### config.mk
export PLATFORM = sky130hd
export DESIGN_NAME = block_admission_ctrl
export DESIGN_NICKNAME = d
export VERILOG_FILES = /design/src/rtl/bac_pkg.sv /design/src/rtl/bac_demand_calc.sv /design/src/rtl/bac_usage_lane.sv /design/src/rtl/block_admission_ctrl.sv
export SDC_FILE = /design/constraint.sdc
export NUM_CORES = 1
export LEC_CHECK = 0
export ABC_AREA = 1
export BUFFER_PORTS_ARGS = -buffer_cell sky130_fd_sc_hd__buf_2
export CORE_ASPECT_RATIO = 1.2
export CORE_MARGIN = 8
export CORE_UTILIZATION = 30
export DETAILED_ROUTE_END_ITERATION = 8
export GPL_TIMING_DRIVEN = 0
export PLACE_DENSITY = 0.49
export SETUP_SLACK_MARGIN = 0.2
export SLEW_MARGIN = 20
export SYNTH_ARGS = -nofsm -noshare
export SYNTH_HDL_FRONTEND = slang
export SYNTH_SLANG_ARGS = --single-unit
### constraint.sdc
create_clock -name clk -period 14.05 [get_ports clk]
set_clock_uncertainty 0.1 [all_clocks]
set_input_delay 2.81 -clock clk [delete_from_list [all_inputs] [get_ports clk]]
set_output_delay 2.81 -clock clk [all_outputs]
set_load 0.01 [all_outputs]
### src/rtl/bac_pkg.sv
package bac_pkg;

   typedef enum logic [1:0] {
      ST_IDLE   = 2'd0,
      ST_ADMIT  = 2'd1,
      ST_WAIT   = 2'd2,
      ST_CFGERR = 2'd3
   } adm_status_e;

   typedef enum logic [1:0] {
      RSP_NONE   = 2'd0,
      RSP_ACCEPT = 2'd1,
      RSP_RSVD   = 2'd2,
      RSP_ERROR  = 2'd3
   } adm_resp_e;

endpackage

### src/rtl/bac_demand_calc.sv
// Register-file bytes claimed by one block descriptor.
module bac_demand_calc #(
   parameter int THR_W         = 12,
   parameter int RPT_W         = 8,
   parameter int BYTES_PER_REG = 4,
   parameter int DEM_W         = THR_W + RPT_W + $clog2(BYTES_PER_REG) + 1
) (
   input  logic [THR_W-1:0] threads,
   input  logic [RPT_W-1:0] regs_per_thr,
   output logic [DEM_W-1:0] reg_bytes
);
   localparam int PROD_W = THR_W + RPT_W;
   localparam int SHIFT  = $clog2(BYTES_PER_REG);

   logic [PROD_W-1:0] reg_count;

   always_comb begin
      reg_count = PROD_W'(threads) * PROD_W'(regs_per_thr);
   end

   generate
      if ((BYTES_PER_REG & (BYTES_PER_REG - 1)) == 0) begin : g_pow2
         always_comb reg_bytes = DEM_W'(reg_count) << SHIFT;
      end else begin : g_mul
         always_comb reg_bytes = DEM_W'(reg_count) * DEM_W'(BYTES_PER_REG);
      end
   endgenerate

endmodule

### src/rtl/bac_usage_lane.sv
// One tracked resource: running total, room test and admit/release update.
module bac_usage_lane #(
   parameter int              CNT_W = 12,
   parameter int              AMT_W = 12,
   parameter longint unsigned LIMIT = 2048
) (
   input  logic             clk,
   input  logic             rst_n,
   input  logic [AMT_W-1:0] need_amt,
   input  logic             add_en,
   input  logic             sub_en,
   input  logic [AMT_W-1:0] sub_amt,
   output logic [CNT_W-1:0] used,
   output logic             room
);
   localparam int WIDE  = (CNT_W > AMT_W) ? CNT_W : AMT_W;
   localparam int SUM_W = WIDE + 2;

   logic [CNT_W-1:0] used_q;
   logic [SUM_W-1:0] nxt;

   initial begin
      if (LIMIT >= (64'd1 << CNT_W))
         $error("bac_usage_lane: LIMIT does not fit in CNT_W bits");
   end

   always_comb begin
      room = (SUM_W'(used_q) + SUM_W'(need_amt)) <= SUM_W'(LIMIT);
   end

   always_comb begin
      nxt = SUM_W'(used_q);
      if (add_en) nxt = nxt + SUM_W'(need_amt);
      if (sub_en) nxt = nxt - SUM_W'(sub_amt);
   end

   always_ff @(posedge clk) begin
      if (!rst_n) used_q <= '0;
      else        used_q <= nxt[CNT_W-1:0];
   end

   assign used = used_q;

endmodule

### src/rtl/block_admission_ctrl.sv
module block_admission_ctrl
   import bac_pkg::*;
#(
   parameter int              MAX_BLOCKS      = 32,
   parameter int              MAX_THREADS     = 2048,
   parameter int              MAX_BLK_THREADS = 1024,
   parameter longint unsigned REG_BYTES       = 262144,
   parameter longint unsigned SHM_BYTES       = 167936,
   parameter int              BYTES_PER_REG   = 4,
   parameter int              THR_W           = 12,
   parameter int              RPT_W           = 8,
   parameter int              SHM_W           = 18
) (
   input  logic                                  clk,
   input  logic                                  rst_n,
   input  logic                                  req_valid,
   output logic                                  req_ready,
   input  logic [THR_W-1:0]                      req_threads,
   input  logic [RPT_W-1:0]                      req_regs_per_thr,
   input  logic [SHM_W-1:0]                      req_shmem_bytes,
   input  logic                                  rel_valid,
   input  logic [THR_W-1:0]                      rel_threads,
   input  logic [RPT_W-1:0]                      rel_regs_per_thr,
   input  logic [SHM_W-1:0]                      rel_shmem_bytes,
   output logic [1:0]                            status,
   output logic                                  resp_valid,
   output logic [1:0]                            resp_code,
   output logic [$clog2(MAX_BLOCKS+1)-1:0]       used_blocks,
   output logic [$clog2(MAX_THREADS+1)-1:0]      used_threads,
   output logic [$clog2(REG_BYTES+1)-1:0]        used_reg_bytes,
   output logic [$clog2(SHM_BYTES+1)-1:0]        used_shmem_bytes
);
   localparam int BLK_CW = $clog2(MAX_BLOCKS + 1);
   localparam int THR_CW = $clog2(MAX_THREADS + 1);
   localparam int REG_CW = $clog2(REG_BYTES + 1);
   localparam int SHM_CW = $clog2(SHM_BYTES + 1);
   localparam int DEM_W  = THR_W + RPT_W + $clog2(BYTES_PER_REG) + 1;

   // Parameter sanity, checked once at start of elaboration/simulation.
   initial begin
      if (MAX_BLK_THREADS > MAX_THREADS)
         $error("block_admission_ctrl: per-block thread cap above total cap");
      if ((64'd1 << THR_W) <= 64'(MAX_BLK_THREADS))
         $error("block_admission_ctrl: THR_W too narrow for per-block cap");
      if ((64'd1 << SHM_W) <= SHM_BYTES)
         $error("block_admission_ctrl: SHM_W too narrow for capacity");
      if (BYTES_PER_REG < 1)
         $error("block_admission_ctrl: BYTES_PER_REG must be positive");
   end

   // ---------------- demand of request and release ----------------
   logic [DEM_W-1:0] req_reg_bytes;
   logic [DEM_W-1:0] rel_reg_bytes;

   bac_demand_calc #(
      .THR_W(THR_W), .RPT_W(RPT_W), .BYTES_PER_REG(BYTES_PER_REG), .DEM_W(DEM_W)
   ) u_req_dem (
      .threads(req_threads), .regs_per_thr(req_regs_per_thr), .reg_bytes(req_reg_bytes)
   );

   bac_demand_calc #(
      .THR_W(THR_W), .RPT_W(RPT_W), .BYTES_PER_REG(BYTES_PER_REG), .DEM_W(DEM_W)
   ) u_rel_dem (
      .threads(rel_threads), .regs_per_thr(rel_regs_per_thr), .reg_bytes(rel_reg_bytes)
   );

   // ---------------- legality (permanent) ----------------
   logic legal;
   always_comb begin
      legal = (req_threads != '0)
           && (64'(req_threads)     <= 64'(MAX_BLK_THREADS))
           && (64'(req_reg_bytes)   <= REG_BYTES)
           && (64'(req_shmem_bytes) <= SHM_BYTES);
   end

   // ---------------- resource lanes ----------------
   logic admit;
   logic rel_take;
   logic blk_room, thr_room, reg_room, shm_room;
   logic room_all;

   assign rel_take = rel_valid && (used_blocks != '0);

   bac_usage_lane #(.CNT_W(BLK_CW), .AMT_W(1), .LIMIT(longint'(MAX_BLOCKS))) u_lane_blk (
      .clk(clk), .rst_n(rst_n), .need_amt(1'b1), .add_en(admit),
      .sub_en(rel_take), .sub_amt(1'b1), .used(used_blocks), .room(blk_room)
   );

   bac_usage_lane #(.CNT_W(THR_CW), .AMT_W(THR_W), .LIMIT(longint'(MAX_THREADS))) u_lane_thr (
      .clk(clk), .rst_n(rst_n), .need_amt(req_threads), .add_en(admit),
      .sub_en(rel_take), .sub_amt(rel_threads), .used(used_threads), .room(thr_room)
   );

   bac_usage_lane #(.CNT_W(REG_CW), .AMT_W(DEM_W), .LIMIT(REG_BYTES)) u_lane_reg (
      .clk(clk), .rst_n(rst_n), .need_amt(req_reg_bytes), .add_en(admit),
      .sub_en(rel_take), .sub_amt(rel_reg_bytes), .used(used_reg_bytes), .room(reg_room)
   );

   bac_usage_lane #(.CNT_W(SHM_CW), .AMT_W(SHM_W), .LIMIT(SHM_BYTES)) u_lane_shm (
      .clk(clk), .rst_n(rst_n), .need_amt(req_shmem_bytes), .add_en(admit),
      .sub_en(rel_take), .sub_amt(rel_shmem_bytes), .used(used_shmem_bytes), .room(shm_room)
   );

   assign room_all = blk_room && thr_room && reg_room && shm_room;

   // ---------------- decision ----------------
   adm_status_e st;
   always_comb begin
      if (!req_valid)     st = ST_IDLE;
      else if (!legal)    st = ST_CFGERR;
      else if (room_all)  st = ST_ADMIT;
      else                st = ST_WAIT;
   end

   assign status    = st;
   assign req_ready = (st == ST_ADMIT) || (st == ST_CFGERR);
   assign admit     = (st == ST_ADMIT);

   // ---------------- response ----------------
   adm_resp_e rsp_q;
   logic      rsp_v_q;

   always_ff @(posedge clk) begin
      if (!rst_n) begin
         rsp_v_q <= 1'b0;
         rsp_q   <= RSP_NONE;
      end else begin
         rsp_v_q <= req_ready;
         if (admit)          rsp_q <= RSP_ACCEPT;
         else if (req_ready) rsp_q <= RSP_ERROR;
         else                rsp_q <= RSP_NONE;
      end
   end

   assign resp_valid = rsp_v_q;
   assign resp_code  = rsp_q;

endmodule

Word level (Yosys, flattened, before mapping)
Index checks and enable logic that the tools add are counted.
W data, S select, Z words.
{ "word_totals": {"out_inout_bits": 61, "ff_bits": 58, "word_cells": 51, "in_bits": 80} }
{ "classes": {"add_sub_neg": 8, "n_bitwise": 1, "order_cmp": 7, "eq_ne": 2, "multipliers": 2, "n_reduce_logical": 11, "n_mux": 13} }
{ "op_table": {"columns": ["cell", "n"], "rows": [
  ["$mux W19", 2],
  ["$mux W18", 2],
  ["$mux W12", 2],
  ["$add A19 B22 Y23", 1],
  ["$le A23 B19 Y1 const B", 1],
  ["$le A22 B19 Y1 const B", 1],
  ["$mul A12 B8 Y20", 1],
  ["$add A18 B18 Y19", 1],
  ["$le A19 B18 Y1 const B", 1],
  ["$sub A19 B19 Y19", 1],
  ["$le A18 B18 Y1 const B", 1],
  ["$sub A18 B18 Y18", 1],
  ["$mul A12 B8 Y17", 1],
  ["$add A12 B12 Y13", 1],
  ["$le A13 B12 Y1 const B", 1],
  ["$le A12 B11 Y1 const B", 1],
  ["$mux W6", 2],
  ["$reduce_bool A12 Y1", 1],
  ["$sub A12 B12 Y12", 1],
  ["$mux W2", 4],
  ["$add A6 B1 Y7 const B", 1],
  ["$le A7 B6 Y1 const B", 1],
  ["$logic_and A1 B1 Y1", 7],
  ["$reduce_bool A6 Y1", 1],
  ["other kinds (7)", 7]
]} }

Depth between registers and ports, before layout
Gate-level depths: netlist of the first run.
{ "logic_depth": {"word_depth": 12, "ltp_mapped": 59, "depth_no_buf": 57} }

Modules after synthesis
Synthesis of the first run repeated with hierarchy kept, for this count alone.
{ "unflattened": {"hier_cells": 2881, "hier_area_um2": 16783.6} }
{ "modules_own_cells": {"columns": ["module", "area_per_inst_um2", "instances", "seq_area_each_um2", "cells_each"], "rows": [
  ["bac_demand_calc (u_rel_dem)", 3548.4, 1, 0.0, 554],
  ["bac_usage_lane (u_lane_reg)", 3534.6, 1, 380.4, 653],
  ["bac_demand_calc (u_req_dem)", 3495.9, 1, 0.0, 552],
  ["bac_usage_lane (u_lane_shm)", 3228.1, 1, 360.3, 591],
  ["bac_usage_lane (u_lane_thr)", 2003.2, 1, 240.2, 353],
  ["bac_usage_lane (u_lane_blk)", 499.2, 1, 120.1, 80],
  ["block_admission_ctrl", 474.2, 1, 40.0, 98]
]} }

Least setup slack after synthesis of the first run
Ideal clock, no wire load.
{ "synth_path": {"kind": "input to output", "start": "input port req_regs_per_thr[7]", "end": "output port status[0]", "n_path_buf": 2, "stages": 30, "setup_slack_ps": 2989, "arrival_ps": 8151, "t_required_ps": 11140, "cell_sequence": "clkbuf_1 nand2_1 fa_1 fa_1 fa_1 fa_1 inv_1 ha_1 a21oi_1 nor2_1 nor2_1 nand2_1 a21o_1 xor2_1 inv_1 ha_1 inv_1 nor3_1 and2_1 nand2_1 nand2_1 nand4_1 nand3_1 nand3_1 nor2_1 nand3_1 o21ai_0 nand2_1 inv_1 buf_4"} }
{ "synth_via": {"elab_chain_len": 8, "word_cells_on_any_way": 11, "classes_between": "add/sub (1); mul (1); order compare (2); mux (3); reduce/logical (4)"} }
{ "synth_rtl": {"columns": ["item", "line", "rtl"], "rows": [
  ["from (decl)", "block_admission_ctrl.sv:19", "input logic [RPT_W-1:0] req_regs_per_thr,"],
  ["$mul A12 B8 Y20 (*)", "bac_demand_calc.sv:18", "reg_count = PROD_W'(threads) * PROD_W'(regs_per_thr);"],
  ["$add A19 B22 Y23", null, null],
  ["$le A23 B19 Y1", "bac_usage_lane.sv:28", "room = (SUM_W'(used_q) + SUM_W'(need_amt)) <= SUM_W'(LIMIT);"],
  ["$logic_and A1 B1 Y1 (2 in a row)", "block_admission_ctrl.sv:104", "assign room_all = blk_room && thr_room && reg_room && shm_room;"],
  ["$mux W2", "block_admission_ctrl.sv:111", "else if (room_all) st = ST_ADMIT;"],
  ["$mux W2 (*)", "block_admission_ctrl.sv:110", "else if (!legal) st = ST_CFGERR;"],
  ["$mux W2 (*)", "block_admission_ctrl.sv:109", "if (!req_valid) st = ST_IDLE;"],
  ["to (decl)", "block_admission_ctrl.sv:25", "output logic [1:0] status,"]
]} }
Mark *: on every way between the ends. The rest lies on a longest branch, timed or not.

Final worst setup path of the first run
{ "layout_path": {"start": "input port req_threads[1]", "end": "output port status[0]"} }
{ "layout_via": {"elab_chain_len": 8, "word_cells_on_any_way": 17, "classes_between": "add/sub (2); mul (1); order compare (4); mux (3); reduce/logical (7)"} }
{ "layout_rtl": {"columns": ["item", "line", "rtl"], "rows": [
  ["from (decl)", "block_admission_ctrl.sv:18", "input logic [THR_W-1:0] req_threads,"],
  ["$mul A12 B8 Y20 / $add A12 B12 Y13 (equally long branches)", null, null],
  ["$add A19 B22 Y23 / $le A13 B12 Y1 (equally long branches)", null, null],
  ["$le A23 B19 Y1 / $logic_and A1 B1 Y1 (equally long branches)", "bac_usage_lane.sv:28, block_admission_ctrl.sv:104", null],
  ["$logic_and A1 B1 Y1 (2 in a row)", "block_admission_ctrl.sv:104", null],
  ["$mux W2", "block_admission_ctrl.sv:111", null],
  ["$mux W2 (*)", "block_admission_ctrl.sv:110", null],
  ["$mux W2 (*)", "block_admission_ctrl.sv:109", null]
]} }
Marked as above.

==> results.toml, run 1 <==
[run_status]
status = "finished clean"

[power]
finalPower_mw = 3.42
ir_drop_mv = 0.0912
power.density_mw_per_mm2 = 224
leakagePower_nw = 9.18

[clock_network]
clock_sinks = 55
cts_setup_buffers = 0
cts_root_buf = "clkbuf_16"
ctsHoldBuffers = 0
tritoncts.num_buffers = 5
post_cts_resized = 0
cts_max_level = 2
clk_path_buf_depth = 2
clkTransAtPathRegs_ps = 70
clk_latency_ps = 310
cts_tree = "built"

[placed_design]
dp_hpwl_um = 39900
io_buffer_count = 124
dp_slack_ps = 1360
gp_congestion = 0.942
dpl_cell_area_mm2 = 0.0151

[yosys]
synthTopCellsByCount = "596 x nand2_1, 459 x inv_1, 163 x ha_1"
yosysMostFrequentCell = "nand2_1"
ys_seq_area_share_pct = 8.03
avgSynthCellArea_um2 = 6.41
synth_area_leader_cell = "fa_1"
syn_area_mm2 = 0.0137
yosysWarnings = 0
ys_async_sr_fraction_pct = 0
synth_edf_count = 0
synth_area_leaders = "fa_1 18%, nand2_1 16%, ha_1 15%"
synth_top_area_share_pct = 18.1
ys_ff_latch = 55
synth_cell_types = 50
yosys_most_used_dff = "dfxtp_1"
syn_inst = 2140

[die]
start_util_pct = 30.1
coreArea_mm2 = 0.0455
die_area_mm2 = 0.0528
die_w_um = 211
std_cell_rows = 86
die_h_um = 250
ios = 141

[routing]
wirelength_um = 45000
post_drt_wl_per_cell_um = 15.6
vias = 13197
initialDrtViolationCount = 497
drc = 0
dr.pass1.iters = 5
viasPerCell = 4.57
detail-route-antenna-nets = 0

[layout]
diodes = 0
drive_above_1_share_pct = 7.13
register_area_mm2 = 0.00110
syn_to_final_growth_pct = 11.3
fillers = 5114
multi_input_area_mm2 = 0.0106
fin_util_pct = 33.5
final_area_mm2 = 0.0153
layout.nets = 2639

[timing]
tightestPinTransition_ps = 829
rsz0062_at_grt = "no"
fmaxAchievable_mhz = 80.7
min_period_over_period_pct = 88.2
relSlewSlack_pct = 44.8
hold_violations = 0
finalCriticalPeriod_ps = 12390
setup_ws_ps = 1660
setup_violations = 0
drv_slew = 0
fin_setup_tns_ps = 0

[worst_setup_path]
critPathKind = "input port to primary output"
cpMaxStageDelayCell = "fa_1"
crit_fanout = 9
slowest_delay_ps = 580
critPathBufInv = 8
required_ps = 11140
endpoint_kind = "primary output"
worst-endpoint-arrival_ps = 9480
path_common_cell = "nand2_1"
startpoint_type = "input port"
cp_top_family = "adder cells"

[global_route]
grt-ovfl-total = 0
antenna_found_initial = 0
grt_pass1_vias = 13407
track_usage_pct = 17.0
grt_pass1_wl_um = 71900
grt_max_degree = 20

[min_path]
hold_path_class = "flip-flop to flip-flop"

[flow_run]
drv_cap = 0
final timing paths:
path / endpoint / startpoint / slack (ps) / cells past startpoint
worst max-delay path: status[0] / req_threads[1] / 1660 / 35
worst min-delay path: u_lane_reg.used[18]$_SDFF_PN0_ / u_lane_reg.used[18]$_SDFF_PN0_ / 520 / 3
worst max register to register: u_lane_reg.used[16]$_SDFF_PN0_ / u_lane_shm.used[0]$_SDFF_PN0_ / 7820 / 38
worst min register to register: u_lane_reg.used[18]$_SDFF_PN0_ / u_lane_reg.used[18]$_SDFF_PN0_ / 520 / 3
layout by cell type (no fill, tap or decap), drive strengths merged, types with 11 or more instances in the layout:
cell type  synthesis  final
a21oi            118    118
a31oi             14     14
buf               19    143
clkbuf            50     55
dfxtp             55     55
fa               124    124
ha               163    163
inv              462    464
nand2            597    597
nand3            101    101
nand4             24     24
nor2             128    128
nor3              12     12
o211ai            11     11
o21ai            101    101
o21bai            41     41
xnor2             25     25
xor2              54     54
where the power goes:
| group | total, mW | internal (mW) | switching [mW] |
|---|---|---|---|
| sequential | 0.310 | 0.223 | 0.0873 |
| combinational | 2.98 | 1.10 | 1.88 |
| clock | 0.135 | 0.0681 | 0.0674 |
| total | 3.42 | 1.39 | 2.04 |
routing by layer:
layer / global-route usage, % / part of all wire [%] / vias up / wire length [um]
met2: 30.9 / 50 / 181 / 22500
met5: 0 / 0 / - / 0
met4: 3.86 / 1.7 / 0 / 756
met1: 21.4 / 45 / 6103 / 20300
met3: 1.59 / 3.3 / 27 / 1510
li1: - / - / 6886 / -
kinds of logic after synthesis:
family          Yosys count  synth area share, %
flops                    55                 8.03
mux                       1               0.0730
buf+inv                 532                 14.8
simple gates            883                 26.5
fa+ha+maj               287                 33.0
other cells               1               0.0273
compound gates          302                 12.6
xor+xnor                 79                 5.05
sequential cells by signal (all words and copies together), names as in the netlist:
signal,count
u_lane_blk.used,6
resp_code,2
u_lane_reg.used,17
u_lane_thr.used,12
u_lane_shm.used,18
through the flow:
stage	hold WS [ps]	cells
detailed placement	497	2881
finish	516	2889
global placement	481	2881
floorplan	492	2141
CTS	517	2889
global route	559	2889
cell type report:
| type | count | share of cell area (%) |
|---|---|---|
| buffer | 69 | 1.93 |
| multi-input combinational | 1554 | 69.4 |
| clock inverter | 3 | 0.172 |
| sequential | 55 | 7.22 |
| inverter | 463 | 11.4 |
| tap | 616 | 5.05 |
| clock buffer | 5 | 0.820 |
| timing repair buffer | 124 | 4.07 |
worst register-to-register path: cells and delay by family, from the launching register on:
kind	cells	cell delay (ps)
compound gates	8	1580
fa+ha+maj	4	1130
buf+inv	7	910
flops	1	350
simple gates	19	2060
No activity file was read; power rests on OpenSTA's default activity.
==> inputs of run 2 (changes only) <==
CORE_MARGIN = 3   (was 8)
PLACE_DENSITY = default   (was 0.49)
==> results.toml, run 2 (synthesized netlist as in run 1, its figures left out) <==
[timing]
finalCriticalPeriod_ps = 12360
hold_violations = 0
fin_setup_tns_ps = 0
min_period_over_period_pct = 88.0
setup_violations = 0
relSlewSlack_pct = 45.5
drv_slew = 0
tightestPinTransition_ps = 817
rsz0062_at_grt = "no"
fmaxAchievable_mhz = 80.9

[clock_network]
clk_latency_ps = 320
post_cts_resized = 0
cts_tree = "built"
cts_root_buf = "clkbuf_16"
clock_sinks = 55
tritoncts.num_buffers = 5
cts_setup_buffers = 0
cts_max_level = 2
clkTransAtPathRegs_ps = 70
ctsHoldBuffers = 0
clk_path_buf_depth = 2

[routing]
initialDrtViolationCount = 642
wirelength_um = 43900
post_drt_wl_per_cell_um = 15.2
dr.pass1.iters = 5
viasPerCell = 4.68
detail-route-antenna-nets = 0
vias = 13474
drc = 0

[layout]
layout.nets = 2639
syn_to_final_growth_pct = 11.2
mostFrequentLayoutCells = "596 x nand2_1, 459 x inv_1, 163 x ha_1, 128 x buf_2, 124 x fa_1"
drive_above_1_share_pct = 7.13
diodes = 0
layout_commonest_cell = "nand2_1"
largest_reg_flops = 18
fin_util_pct = 33.9

[die]
std_cell_rows = 85
die_h_um = 240
start_util_pct = 30.5
ios = 141
die_area_mm2 = 0.0483
coreArea_mm2 = 0.0450
die_w_um = 201

[placed_design]
gp_congestion = 0.951
dp_hpwl_um = 38600
io_buffer_count = 124

[min_path]
hold_path_class = "flip-flop to flip-flop"

[worst_setup_path]
endpoint_kind = "primary output"
cpMaxStageDelayCell = "fa_1"
slowest_delay_ps = 560
critPathKind = "input port to primary output"
path_common_cell = "nand2_1"
crit_fanout = 9
worst-endpoint-arrival_ps = 9450
required_ps = 11140
startpoint_type = "input port"

[power]
seq_power_share_pct = 9.2
swShare_pct = 59.4
p_switching_mw = 2.03
power_frac_clock_pct = 4.0
power.density_mw_per_mm2 = 224
internal_power_mw = 1.39
p_comb_share_pct = 86.7
leakagePower_nw = 9.17
ir_drop_mv = 0.0957

[global_route]
antenna_found_initial = 0
track_usage_pct = 18.0
grt_max_degree = 20
grt_pass1_vias = 13530
grt-ovfl-total = 0
grt_pass1_wl_um = 69900

[run_status]
status = "finished clean"

[flow_run]
drv_cap = 0
[run 2: cell types whose count changed in the layout (fill, tap and decap cells not counted), sizes merged]
| cell | change |
|---|---|
| clkinv | -1 |
| clkinvlp | +1 |
[run 2: path summary, 6_finish.rpt]
| kind | from | endpoint | slack [ps] | depth (start not counted) |
|---|---|---|---|---|
| setup / recovery | req_threads[0] | status[0] | 1690 | 34 |
| hold reg to reg | u_lane_reg.used[18]$_SDFF_PN0_ | u_lane_reg.used[18]$_SDFF_PN0_ | 530 | 3 |
| hold / removal | u_lane_reg.used[18]$_SDFF_PN0_ | u_lane_reg.used[18]$_SDFF_PN0_ | 530 | 3 |
| setup reg to reg | u_lane_shm.used[0]$_SDFF_PN0_ | u_lane_shm.used[17]$_SDFF_PN0_ | 7790 | 37 |
[run 2: stage by stage]
stage          area [um2]  setup WS (ps)  instances  hold WS, ps  total power, mW
2_1_floorplan       13700           2990       2141          492             2.54
3_3_place_gp        15100           1460       2874          476             3.23
3_5_place_dp        15100           1430       2874          502             3.27
4_1_cts             15300           1630       2882          522             3.43
5_1_grt             15300            955       2882          604             3.88
6_report            15300           1690       2882          532             3.42
[run 2: layout make-up]
class                           instances  area (um2)
Sequential cell                        55        1100
Clock inverter                          3        27.5
Multi-Input combinational cell       1554       10600
Inverter                              463        1740
Timing Repair Buffer                  124         621
Fill cell                            4910       29700
Buffer                                 69         294
Tap cell                              609         762
Clock buffer                            5         125
[run 2: power by group through the flow]
stage / clock network (mW) / logic, mW / registers [mW]
after global placement: 0 / 2.92 / 0.317
after detailed placement: 0 / 2.95 / 0.319
after CTS: 0.141 / 2.97 / 0.315
final: 0.138 / 2.97 / 0.315
after floorplan: 0 / 2.24 / 0.304
after global routing: 0.146 / 3.41 / 0.321
[run 2: critical path: cells and delay by family]
family | cells | cell delay (ps)
adder cells (fa/ha/maj) | 6 | 2860
AND/OR/NAND/NOR | 16 | 1950
buffers and inverters | 8 | 1170
AO/OA/AOI/OAI | 3 | 450
XOR/XNOR | 1 | 200
[run 2: layer usage]
metal / share of wire, % / vias up / track usage (%)
li1: - / 6880 / -
met3: 3.7 / 88 / 1.48
met4: 4.7 / 0 / 8.06
met1: 44 / 6194 / 22.3
met5: 0 / - / 0
met2: 48 / 312 / 32.1
==> inputs of run 3 (changes only) <==
--- a/config.mk
+++ b/config.mk
@@ -6,5 +6,5 @@
 export NUM_CORES = 1
 export LEC_CHECK = 0
-export ABC_AREA = 1
+export ABC_AREA = 0
 export BUFFER_PORTS_ARGS = -buffer_cell sky130_fd_sc_hd__buf_2
 export CORE_ASPECT_RATIO = 1.2
==> constraint.sdc (replaced) <==
create_clock -name clk -period 14.05 [get_ports clk]
set_clock_uncertainty 0.1 [all_clocks]
set_input_delay 3.5125 -clock clk [delete_from_list [all_inputs] [get_ports clk]]
set_output_delay 3.5125 -clock clk [all_outputs]
set_load 0.01 [all_outputs]
==> results.toml, run 3 <==
[yosys]
avgSynthCellArea_um2 = 7.99
yosys_most_used_dff = "dfxtp_1"
synth_area_leaders = "fa_1 19%, ha_1 16%, dfxtp_1 8.5%"
ys_seq_area_share_pct = 8.53
synth_cell_types = 80
synth_top_area_share_pct = 19.2
synth_area_leader_cell = "fa_1"
yosysWarnings = 0
ys_ff_latch = 55
yosysMostFrequentCell = "inv_1"
synth_edf_count = 0
syn_area_mm2 = 0.0129
synthTopCellsByCount = "194 x inv_1, 184 x nand2_1, 163 x ha_1"
ys_async_sr_fraction_pct = 0
syn_inst = 1616

[min_path]
hold_depth = 4
worstHoldStart = "u_lane_reg.used[8]$_SDFF_PN0_"
hold_path_class = "flip-flop to flip-flop"
hold_end = "u_lane_reg.used[8]$_SDFF_PN0_"

[placed_design]
dpl_cell_area_mm2 = 0.0143
gp_congestion = 0.888
dp_slack_ps = -974
place_inst = 2293
dp_hpwl_um = 33200
io_buffer_count = 130

[die]
die_w_um = 195
start_util_pct = 30.6
die_area_mm2 = 0.0456
std_cell_rows = 82
die_h_um = 233
ios = 141
coreArea_mm2 = 0.0422

[layout]
fillers = 4311
largest_reg_flops = 18
diodes = 0
layout_commonest_cell = "inv_1"
layout.nets = 2166
syn_to_final_growth_pct = 17.8
drive_above_1_share_pct = 16.4
fin_util_pct = 36.1
final_cells = 2346
final_area_mm2 = 0.0152
mostFrequentLayoutCells = "189 x inv_1, 180 x nand2_1, 156 x ha_1, 122 x buf_2, 121 x fa_1"

[clock_network]
cts_tree = "built"
ctsHoldBuffers = 0
clk_path_buf_depth = 2
tritoncts.num_buffers = 5
clk_latency_ps = 310
cts_root_buf = "clkbuf_16"
clock_sinks = 55
cts_max_level = 2
clkTransAtPathRegs_ps = 70

[routing]
vias = 11904
viasPerCell = 5.07
wirelength_um = 39600
post_drt_wl_per_cell_um = 16.9
drc = 0
dr.pass1.iters = 5
detail-route-antenna-nets = 0
initialDrtViolationCount = 592

[power]
ir_drop_mv = 0.145
power.density_mw_per_mm2 = 229
leakagePower_nw = 7.43
finalPower_mw = 3.48

[run_status]
status = "finished clean"

[worst_setup_path]
crit_fanout = 6
startpoint_type = "input port"
r2r_start = "u_lane_shm.used[0]$_SDFF_PN0_"
cpMaxStageDelayCell = "fa_1"
worst_r2r_path_depth = 31
path_common_cell = "fa_1"
required_ps = 10440
critPathKind = "input port to primary output"
r2r_slack_ps = 5830
worst-endpoint-arrival_ps = 10090
endpoint_kind = "primary output"
r2r-end = "u_lane_reg.used[18]$_SDFF_PN0_"
startpoint = "req_regs_per_thr[3]"
slowest_delay_ps = 540

[timing]
fin_setup_tns_ps = 0
tightestPinTransition_ps = 785
min_period_over_period_pct = 97.5
setup_ws_ps = 348
drv_slew = 0
fmaxAchievable_mhz = 73.0
relSlewSlack_pct = 47.7
setup_violations = 0
finalCriticalPeriod_ps = 13700
hold_slack_ps = 579
rsz0062_at_grt = "yes"
hold_violations = 0

[global_route]
grt-ovfl-total = 0
grt_pass1_wl_um = 62700
grt_max_degree = 21
grt_pass1_vias = 12185
antenna_found_initial = 1
track_usage_pct = 16.8

[flow_run]
drv_cap = 0
## run 3: cell count changes in the layout (fill, tap and decap cells not counted), sizes merged, moves of 27 or more
cell / change
a21oi: -38
o21bai: -28
mux2: +34
and2: +90
nand2: -413
inv: -269
a21o: +27
nand3: -80
xnor2: +50
a211oi: +38
buf: +61
## run 3: cell families (layout without fill, tap and decap cells)
logic type	Yosys count	after routing	synth area share, %
AND/OR/NAND/NOR	517	517	19.4
AO/OA/AOI/OAI	336	336	17.4
adder cells (fa/ha/maj)	287	287	35.0
buffers and inverters	265	448	8.18
XOR/XNOR	111	111	7.59
flip-flops	55	55	8.53
multiplexers	44	44	3.83
other	1	2	0.0290
## run 3: area by class of cell
cell class	instances	area (um2)	area share [%]
Buffer	70	448	2.95
Clock buffer	5	125	0.823
Clock inverter	3	33.8	0.222
Inverter	195	732	4.81
Multi-Input combinational cell	1297	11000	72.5
Sequential cell	55	1100	7.24
Tap cell	546	683	4.49
Timing Repair Buffer	175	1050	6.94
## run 3: worst max-delay path by stage
stage                                          end  cells after the start  slack [ps]
finish                                   status[0]                     30         350
global route                             status[0]                     28         110
CTS                                      status[0]                     29         200
detailed placement  u_lane_reg.used[18]$_SDFF_PN0_                     43        -970
global placement    u_lane_reg.used[18]$_SDFF_PN0_                     43        -860
floorplan                                status[0]                     26         620
## run 3: repair_timing
item                                   CTS  global route
setup endpoints to repair               15             9
pin swaps                               13            50
endpoints found under the hold margin    0             0
buffers inserted                         5            40
resized for setup                       45           102
## run 3: layer usage
metal / track usage, % / part of all wire [%] / vias up
li1: - / - / 5831
met2: 30.8 / 50 / 309
met3: 1.57 / 4.3 / 84
met1: 20.3 / 41 / 5678
met4: 6.53 / 4.2 / 2
met5: 0 / 0.051 / -
## run 3: report_power, final
group / internal, mW / leakage (nW) / switching, mW
Sequential: 0.217 / 0.454 / 0.0754
Clock: 0.0689 / 0.0772 / 0.0685
Combinational: 1.34 / 6.90 / 1.71
## run 3: worst max-delay path: cells and delay by family
family / cells / cell delay (ps)
AOI/OAI and AO/OA: 6 / 1360
xor gates and xnor gates: 2 / 260
adders and majority gates: 6 / 2630
buffers and inverters: 8 / 830
and+or+nand+nor: 8 / 1490
